### src/rtl/i2cm_pkg.sv
package i2cm_pkg;
  localparam int NUM_OFS = 17;
  localparam int WINDOW  = 18;

  localparam int OFS_BUF     = 0;
  localparam int OFS_MADR_LO = 4;
  localparam int OFS_MADR_HI = 5;
  localparam int OFS_CTL     = 6;
  localparam int OFS_MODE    = 7;
  localparam int OFS_STAT    = 8;
  localparam int OFS_XSTAT   = 9;
  localparam int OFS_SADR_LO = 10;
  localparam int OFS_SADR_HI = 11;
  localparam int OFS_CDIV    = 12;
  localparam int OFS_IMASK   = 13;
  localparam int OFS_XCNT    = 14;
  localparam int OFS_XCTL    = 15;
  localparam int OFS_DIRCTL  = 16;

  // one bit per offset below NUM_OFS that holds a register (offset 0 included)
  localparam logic [NUM_OFS-1:0] IMPL_MAP = 17'h1FFF1;

  localparam logic [7:0] MODE_WMASK    = 8'h3D;
  localparam logic [7:0] STAT_CLRMASK  = 8'h0A;
  localparam logic [7:0] XSTAT_CLRMASK = 8'h8F;
  localparam logic [7:0] XCNT_WMASK    = 8'h77;
  localparam logic [7:0] XCTL_CLRMASK  = 8'hF0;
  localparam logic [7:0] DIR_WMASK     = 8'h0F;
  localparam logic [7:0] DIR_RESET     = 8'h0F;
  localparam logic [7:0] XSTAT_FREE    = 8'h40;
  localparam logic [7:0] XSTAT_BUSY    = 8'h50;

  localparam int MODE_GEN_BIT   = 2;
  localparam int STAT_IRQ_BIT   = 1;
  localparam int STAT_ERR_BIT   = 2;
  localparam int STAT_FULL_BIT  = 4;
  localparam int STAT_AVAIL_BIT = 5;
  localparam int XSTAT_ERR_BIT  = 0;
  localparam int IMASK_DONE_BIT = 0;
  localparam int IMASK_HALT_BIT = 3;
  localparam int XCTL_SRST_BIT  = 0;
endpackage

### src/rtl/i2cm_dec.sv
module i2cm_dec
  import i2cm_pkg::*;
#(
  parameter int ADDR_W = 5
) (
  input  logic [ADDR_W-1:0]  addr_i,
  output logic [NUM_OFS-1:0] sel_o
);
  for (genvar g = 0; g < NUM_OFS; g++) begin : g_sel
    if (IMPL_MAP[g]) begin : g_hit
      assign sel_o[g] = (addr_i == ADDR_W'(g));
    end else begin : g_gap
      assign sel_o[g] = 1'b0;
    end
  end
endmodule

### src/rtl/i2cm_irq.sv
module i2cm_irq
  import i2cm_pkg::*;
(
  input  logic       clk,
  input  logic       rst,
  input  logic       soft_rst_i,
  input  logic       gen_i,
  input  logic [7:0] imask_i,
  input  logic       evt_done_i,
  input  logic       evt_halt_i,
  input  logic       clr_i,
  output logic       fire_o,
  output logic       irq_o
);
  assign fire_o = gen_i & ((evt_done_i & imask_i[IMASK_DONE_BIT]) |
                           (evt_halt_i & imask_i[IMASK_HALT_BIT]));

  always_ff @(posedge clk) begin
    if (rst || soft_rst_i)      irq_o <= 1'b0;
    else if (fire_o)            irq_o <= 1'b1;
    else if (clr_i && gen_i)    irq_o <= 1'b0;
  end

  assert_set_wins_R9: assert property (@(posedge clk) disable iff (rst)
    (fire_o && !soft_rst_i) |=> irq_o);

  assert_fall_cause_R5: assert property (@(posedge clk) disable iff (rst)
    $fell(irq_o) |-> $past(soft_rst_i || (clr_i && gen_i)));
endmodule

### src/rtl/i2cm_reg_unit.sv
module i2cm_reg_unit
  import i2cm_pkg::*;
#(
  parameter int ADDR_W = 5
) (
  input  logic              clk,
  input  logic              rst,
  input  logic [ADDR_W-1:0] reg_addr,
  input  logic [7:0]        reg_wdata,
  input  logic              reg_wr,
  input  logic              reg_rd,
  output logic [7:0]        reg_rdata,
  output logic              buf_wr_o,
  output logic              buf_rd_o,
  input  logic [7:0]        buf_rdata_i,
  input  logic              buf_full_i,
  input  logic              buf_avail_i,
  input  logic              bus_busy_i,
  input  logic              evt_done_i,
  input  logic              evt_halt_i,
  input  logic              evt_err_i,
  output logic [7:0]        ctl_o,
  output logic [15:0]       madr_o,
  output logic [7:0]        clkdiv_o,
  output logic [7:0]        dirctl_o,
  output logic              irq_o
);
  localparam int MIN_W = $clog2(WINDOW);

  logic [NUM_OFS-1:0] sel;
  logic [7:0] madr_lo_q, madr_hi_q, sadr_lo_q, sadr_hi_q;
  logic [7:0] ctl_q, mode_q, sts_q, xsts_q, cdiv_q, imask_q, xcnt_q, xctl_q, dir_q;
  logic [7:0] sts_d, xsts_d, xctl_d;
  logic       soft_rst, irq_fire, irq_clr;
  logic [7:0] rvals [NUM_OFS];

  initial if (ADDR_W < MIN_W) $error("ADDR_W too small for the register window");

  i2cm_dec #(.ADDR_W(ADDR_W)) u_dec (.addr_i(reg_addr), .sel_o(sel));

  function automatic logic wen(input logic [NUM_OFS-1:0] s, input int ofs, input logic w);
    return w & s[ofs];
  endfunction

  assign soft_rst = wen(sel, OFS_XCTL, reg_wr) & reg_wdata[XCTL_SRST_BIT];
  assign irq_clr  = wen(sel, OFS_STAT, reg_wr) & reg_wdata[STAT_IRQ_BIT];

  i2cm_irq u_irq (
    .clk(clk), .rst(rst), .soft_rst_i(soft_rst), .gen_i(mode_q[MODE_GEN_BIT]),
    .imask_i(imask_q), .evt_done_i(evt_done_i), .evt_halt_i(evt_halt_i),
    .clr_i(irq_clr), .fire_o(irq_fire), .irq_o(irq_o)
  );

  always_comb begin
    sts_d = sts_q;
    if (wen(sel, OFS_STAT, reg_wr)) sts_d = sts_d & ~(reg_wdata & STAT_CLRMASK);
    if (evt_err_i) sts_d[STAT_ERR_BIT] = 1'b1;
    if (irq_fire)  sts_d[STAT_IRQ_BIT] = 1'b1;

    xsts_d = xsts_q;
    if (wen(sel, OFS_XSTAT, reg_wr)) xsts_d = xsts_d & ~(reg_wdata & XSTAT_CLRMASK);
    if (evt_err_i) xsts_d[XSTAT_ERR_BIT] = 1'b1;

    xctl_d = xctl_q;
    if (wen(sel, OFS_XCTL, reg_wr)) xctl_d = xctl_q & ~(reg_wdata & XCTL_CLRMASK);
  end

  // address bytes: no reset of either kind
  always_ff @(posedge clk) begin
    if (wen(sel, OFS_MADR_LO, reg_wr)) madr_lo_q <= reg_wdata;
    if (wen(sel, OFS_MADR_HI, reg_wr)) madr_hi_q <= reg_wdata;
    if (wen(sel, OFS_SADR_LO, reg_wr)) sadr_lo_q <= reg_wdata;
    if (wen(sel, OFS_SADR_HI, reg_wr)) sadr_hi_q <= reg_wdata;
  end

  always_ff @(posedge clk) begin
    if (rst || soft_rst) begin
      ctl_q   <= '0;
      mode_q  <= '0;
      sts_q   <= '0;
      xsts_q  <= XSTAT_FREE;
      cdiv_q  <= '0;
      imask_q <= '0;
      xcnt_q  <= '0;
      xctl_q  <= '0;
      dir_q   <= DIR_RESET;
    end else begin
      if (wen(sel, OFS_CTL, reg_wr))    ctl_q   <= reg_wdata;
      if (wen(sel, OFS_MODE, reg_wr))   mode_q  <= reg_wdata & MODE_WMASK;
      if (wen(sel, OFS_CDIV, reg_wr))   cdiv_q  <= reg_wdata;
      if (wen(sel, OFS_IMASK, reg_wr))  imask_q <= reg_wdata;
      if (wen(sel, OFS_XCNT, reg_wr))   xcnt_q  <= reg_wdata & XCNT_WMASK;
      if (wen(sel, OFS_DIRCTL, reg_wr)) dir_q   <= reg_wdata & DIR_WMASK;
      sts_q  <= sts_d;
      xsts_q <= xsts_d;
      xctl_q <= xctl_d;
    end
  end

  always_comb begin
    for (int i = 0; i < NUM_OFS; i++) rvals[i] = '0;
    rvals[OFS_BUF]     = buf_rdata_i;
    rvals[OFS_MADR_LO] = madr_lo_q;
    rvals[OFS_MADR_HI] = madr_hi_q;
    rvals[OFS_CTL]     = ctl_q;
    rvals[OFS_MODE]    = mode_q;
    rvals[OFS_STAT]    = {2'b00, buf_avail_i, buf_full_i, sts_q[3:0]};
    rvals[OFS_XSTAT]   = (xsts_q & XSTAT_CLRMASK) | (bus_busy_i ? XSTAT_BUSY : XSTAT_FREE);
    rvals[OFS_SADR_LO] = sadr_lo_q;
    rvals[OFS_SADR_HI] = sadr_hi_q;
    rvals[OFS_CDIV]    = cdiv_q;
    rvals[OFS_IMASK]   = imask_q;
    rvals[OFS_XCNT]    = xcnt_q;
    rvals[OFS_XCTL]    = xctl_q;
    rvals[OFS_DIRCTL]  = dir_q;
  end

  always_comb begin
    reg_rdata = '0;
    for (int i = 0; i < NUM_OFS; i++) if (sel[i]) reg_rdata = reg_rdata | rvals[i];
  end

  assign buf_wr_o = wen(sel, OFS_BUF, reg_wr);
  assign buf_rd_o = wen(sel, OFS_BUF, reg_rd);
  assign ctl_o    = ctl_q;
  assign madr_o   = {madr_hi_q, madr_lo_q};
  assign clkdiv_o = cdiv_q;
  assign dirctl_o = dir_q;

  assert_mode_mask_R3: assert property (@(posedge clk) disable iff (rst)
    (reg_wr && reg_addr == ADDR_W'(OFS_MODE)) |=> (mode_q == ($past(reg_wdata) & 8'h3D)));

  assert_xcnt_mask_R7: assert property (@(posedge clk) disable iff (rst)
    (reg_wr && reg_addr == ADDR_W'(OFS_XCNT)) |=> (xcnt_q == ($past(reg_wdata) & 8'h77)));

  assert_irq_flag_R8: assert property (@(posedge clk) disable iff (rst)
    $rose(irq_o) |-> sts_q[STAT_IRQ_BIT]);

  assert_irq_gated_R8: assert property (@(posedge clk) disable iff (rst)
    $rose(irq_o) |-> $past(mode_q[MODE_GEN_BIT]));

  assert_busy_code_R6: assert property (@(posedge clk) disable iff (rst)
    (reg_rd && reg_addr == ADDR_W'(OFS_XSTAT)) |-> (reg_rdata[6:4] == (bus_busy_i ? 3'b101 : 3'b100)));

  assert_gap_zero_R11: assert property (@(posedge clk) disable iff (rst)
    (reg_rd && (int'(reg_addr) inside {1, 2, 3} || int'(reg_addr) >= NUM_OFS)) |-> (reg_rdata == 8'h00));

  assert_addr_keep_R2: assert property (@(posedge clk) disable iff (rst)
    soft_rst |=> $stable({madr_hi_q, madr_lo_q, sadr_hi_q, sadr_lo_q}));
endmodule

### config.mk
export PLATFORM = sky130hd
export DESIGN_NAME = i2cm_reg_unit
export DESIGN_NICKNAME = d
export VERILOG_FILES = /design/src/rtl/i2cm_pkg.sv /design/src/rtl/i2cm_dec.sv /design/src/rtl/i2cm_irq.sv /design/src/rtl/i2cm_reg_unit.sv
export SDC_FILE = /design/constraint.sdc
export NUM_CORES = 1
export LEC_CHECK = 0
export BUFFER_PORTS_ARGS = -buffer_cell sky130_fd_sc_hd__buf_2
export CAP_MARGIN = 20
export CORE_MARGIN = 2
export CORE_UTILIZATION = 40
export CTS_CLUSTER_DIAMETER = 200
export DETAILED_ROUTE_END_ITERATION = 10
export PLACE_DENSITY = 0.58
export SLEW_MARGIN = 20
export SYNTH_ARGS = -nofsm -noshare
export SYNTH_HDL_FRONTEND = slang
export SYNTH_SLANG_ARGS = --single-unit
### constraint.sdc
create_clock -name clk -period 2.67 [get_ports clk]
set_input_delay 0.267 -clock clk [delete_from_list [all_inputs] [get_ports clk]]
set_output_delay 0.267 -clock clk [all_outputs]
set_load 0.02 [all_outputs]
==> impl_metrics.env <==
export IMPL_cts_hold_buf=0
export IMPL_drc_errors=0
export IMPL_grt_max_degree=39
export IMPL_vias_per_cell=5.58
export IMPL_drt_iter0_markers=278
export IMPL_drt_pass1_iterations=5
export IMPL_powerDensity_mw_per_mm2=545
export IMPL_ys_seq_area_share_pct=47.8
export IMPL_path_cells="buf_2 > and3b_1 > a32oi_1 > a32oi_1 > or3_1 > buf_2"
export IMPL_holdWs_ns=0.149
export IMPL_hp_start="evt_err_i"
export IMPL_synth_edf_count=32
export IMPL_cts_setup_buffers=0
export IMPL_crit_type="in -> out"
export IMPL_grt_pass1_wl_um=18900
export IMPL_crit_arrival_ns=2.02
export IMPL_rsz0062_at_grt="no"
export IMPL_syn_area_sq_mm=0.00419
export IMPL_antennaDiodeCount=0
export IMPL_cts_max_path_buffers=2
export IMPL_postRouteAntennaNets=0
export IMPL_yosys_warnings=0
export IMPL_syn_avg_cell_area_sq_um=9.81
export IMPL_synthCells=427
export IMPL_setup_ws_ns=0.379
export IMPL_hold_depth=2
export IMPL_layout_drive_gt1_share_pct=28.3
export IMPL_setup_viol=0
export IMPL_post_dp_hpwl_um=9010
export IMPL_endpoint_kind="output port"
export IMPL_ios=82
export IMPL_final_cell_mix="buf_2, nand2_1, dfxtp_1, a21oi_1, edfxtp_1"
export IMPL_drv_slew=0
export IMPL_required_ns=2.40
export IMPL_fp_dieArea_sq_mm=0.0113
export IMPL_path_clk_slew_ns=0.07
export IMPL_synth_ff_type="dfxtp_1"
export IMPL_grt_ovfl_total=0
export IMPL_port_buffer_count=77
export IMPL_power_mw=2.55
export IMPL_worstMarginPinSlew_ns=0.628
export IMPL_htree_levels=3
export IMPL_antenna_found_initial=0
export IMPL_globalplace_congestion=0.913
export IMPL_cts_tree="done"
export IMPL_dpl_cell_area_sq_mm=0.00448
export IMPL_critPathMaxStageDelay_ns=0.67
export IMPL_cp_start_kind="primary input"
export IMPL_layout_commonest_cell="buf_2"
export IMPL_grt_usage_pct=22.6
export IMPL_hold_class="in -> reg"
export IMPL_crit_slowest_cell="and3b_1"
export IMPL_final_cell_area_sq_mm=0.00469
export IMPL_period_minus_slack_ns=2.29
export IMPL_pre_cts_ws_ns=0.402
export IMPL_hold_violations=0
export IMPL_clk_latency_ns=0.36
export IMPL_crit_fanout=28
export IMPL_ctsResizeCount=0
export IMPL_vias=3419
export IMPL_max_freq_mhz=436
export IMPL_status="completed"
export IMPL_slew_headroom_pct=57.6
export IMPL_ir_worst_vdd_mv=0.274
export IMPL_wl_per_cell_um=20.5
export IMPL_numCtsBuffers=9
export IMPL_skew_ns=0.00417
export IMPL_tns_ns=0
export IMPL_die_h_um=106
export IMPL_ff2ff_path_depth=3
export IMPL_synth_cell_types=55
export IMPL_yosys_register_bits=84
export IMPL_wl_um=12600
export IMPL_regToRegEndpoint="u_irq.irq_o"
export IMPL_maxCapViolations=0
export IMPL_grt_pass1_vias=3326
export IMPL_reg2reg_from="mode_q[2]"
export IMPL_core_area_sq_mm=0.0102
export IMPL_nets=503
export IMPL_area_delta_synth_final_pct=12.0
export IMPL_fp_row_count=37
export IMPL_start_util_pct=40.9
export IMPL_ff2ff_setup_slack_ns=1.81
export IMPL_period_share_pct=85.8
export IMPL_dieWidth_um=106
export IMPL_cts_root_buffer="clkbuf_8"
export IMPL_holdPathEnd="xsts_q[0]"
export IMPL_cts_sinks=84
export IMPL_ys_async_sr_fraction_pct=0
export IMPL_p_leak_nw=1.79
[layer usage]
metal	global-route usage, %	wire [um]
met1	30.5	5550
met2	35.5	5800
met3	4.90	840
met4	8.36	379
met5	0	0
[worst max-delay path by stage]
stage	startpoint	end	slack, ns
finish	reg_addr[3]	reg_rdata[6]	0.38
global route	reg_addr[3]	reg_rdata[6]	0.25
CTS	sadr_hi_q[3]	reg_rdata[3]	0.38
detailed placement	reg_addr[3]	reg_rdata[6]	0.40
global placement	reg_addr[2]	madr_hi_q[3]	0.40
floorplan	reg_addr[3]	reg_rdata[3]	0.64
[flip-flops by register name (all words and copies together), names as in the netlist]
register,count
madr_hi_q,8
clkdiv_o,8
madr_lo_q,8
ctl_o,8
sts_q,3
imask_q,8
sadr_hi_q,8
dirctl_o,4
u_irq.irq_o,1
xsts_q,5
xcnt_q,6
sadr_lo_q,8
xctl_q,4
mode_q,5
[through the flow]
stage          util [%]  std cells
2_1_floorplan         -        430
3_3_place_gp       43.8        597
3_5_place_dp       43.8        597
4_1_cts            45.8        613
5_1_grt            45.8        613
6_report           45.8        613
[kinds of logic after synthesis]
logic type	Yosys count	share of synthesized area [%]
DFF	84	47.8
other	1	0.0895
and+or+nand+nor	141	17.9
buffers and inverters	69	10.8
AOI/OAI and AO/OA	101	14.7
muxes	31	8.81
[synth_stat cells (11+ instances only)]
library cell / instances / share of area [%]
a21oi_1: 43 / 5.1
and3_1: 11 / 1.6
buf_2: 12 / 1.4
buf_4: 47 / 8.4
dfxtp_1: 52 / 25
edfxtp_1: 32 / 23
mux2i_1: 20 / 4.8
nand2_1: 57 / 5.1
nand3_1: 16 / 1.9
nor2_1: 14 / 1.3
o21ai_0: 30 / 3.6
[critical path: cells and delay by family]
kind                   cells  cell delay, ns
AO/OA/AOI/OAI              2            0.34
AND/OR/NAND/NOR            2            0.80
buffers and inverters      2            0.60
[report_power, final]
group	total, mW	internal [mW]	leakage [nW]	switching, mW
sequential	1.35	1.34	0.708	0.00728
combinational	0.250	0.0840	0.978	0.166
clock	0.956	0.491	0.109	0.465
total	2.55	1.91	1.79	0.638
[cell type report]
| type | count | area (sq um) |
|---|---|---|
| Fill cell | 986 | 5540 |
| Sequential cell | 84 | 2000 |
| Multi-Input combinational cell | 277 | 1750 |
| Timing Repair Buffer | 97 | 548 |
| Tap cell | 136 | 170 |
| Clock buffer | 11 | 153 |
| Clock inverter | 5 | 57.6 |
| Inverter | 3 | 11.3 |
Power figures use the tool's default switching activity.
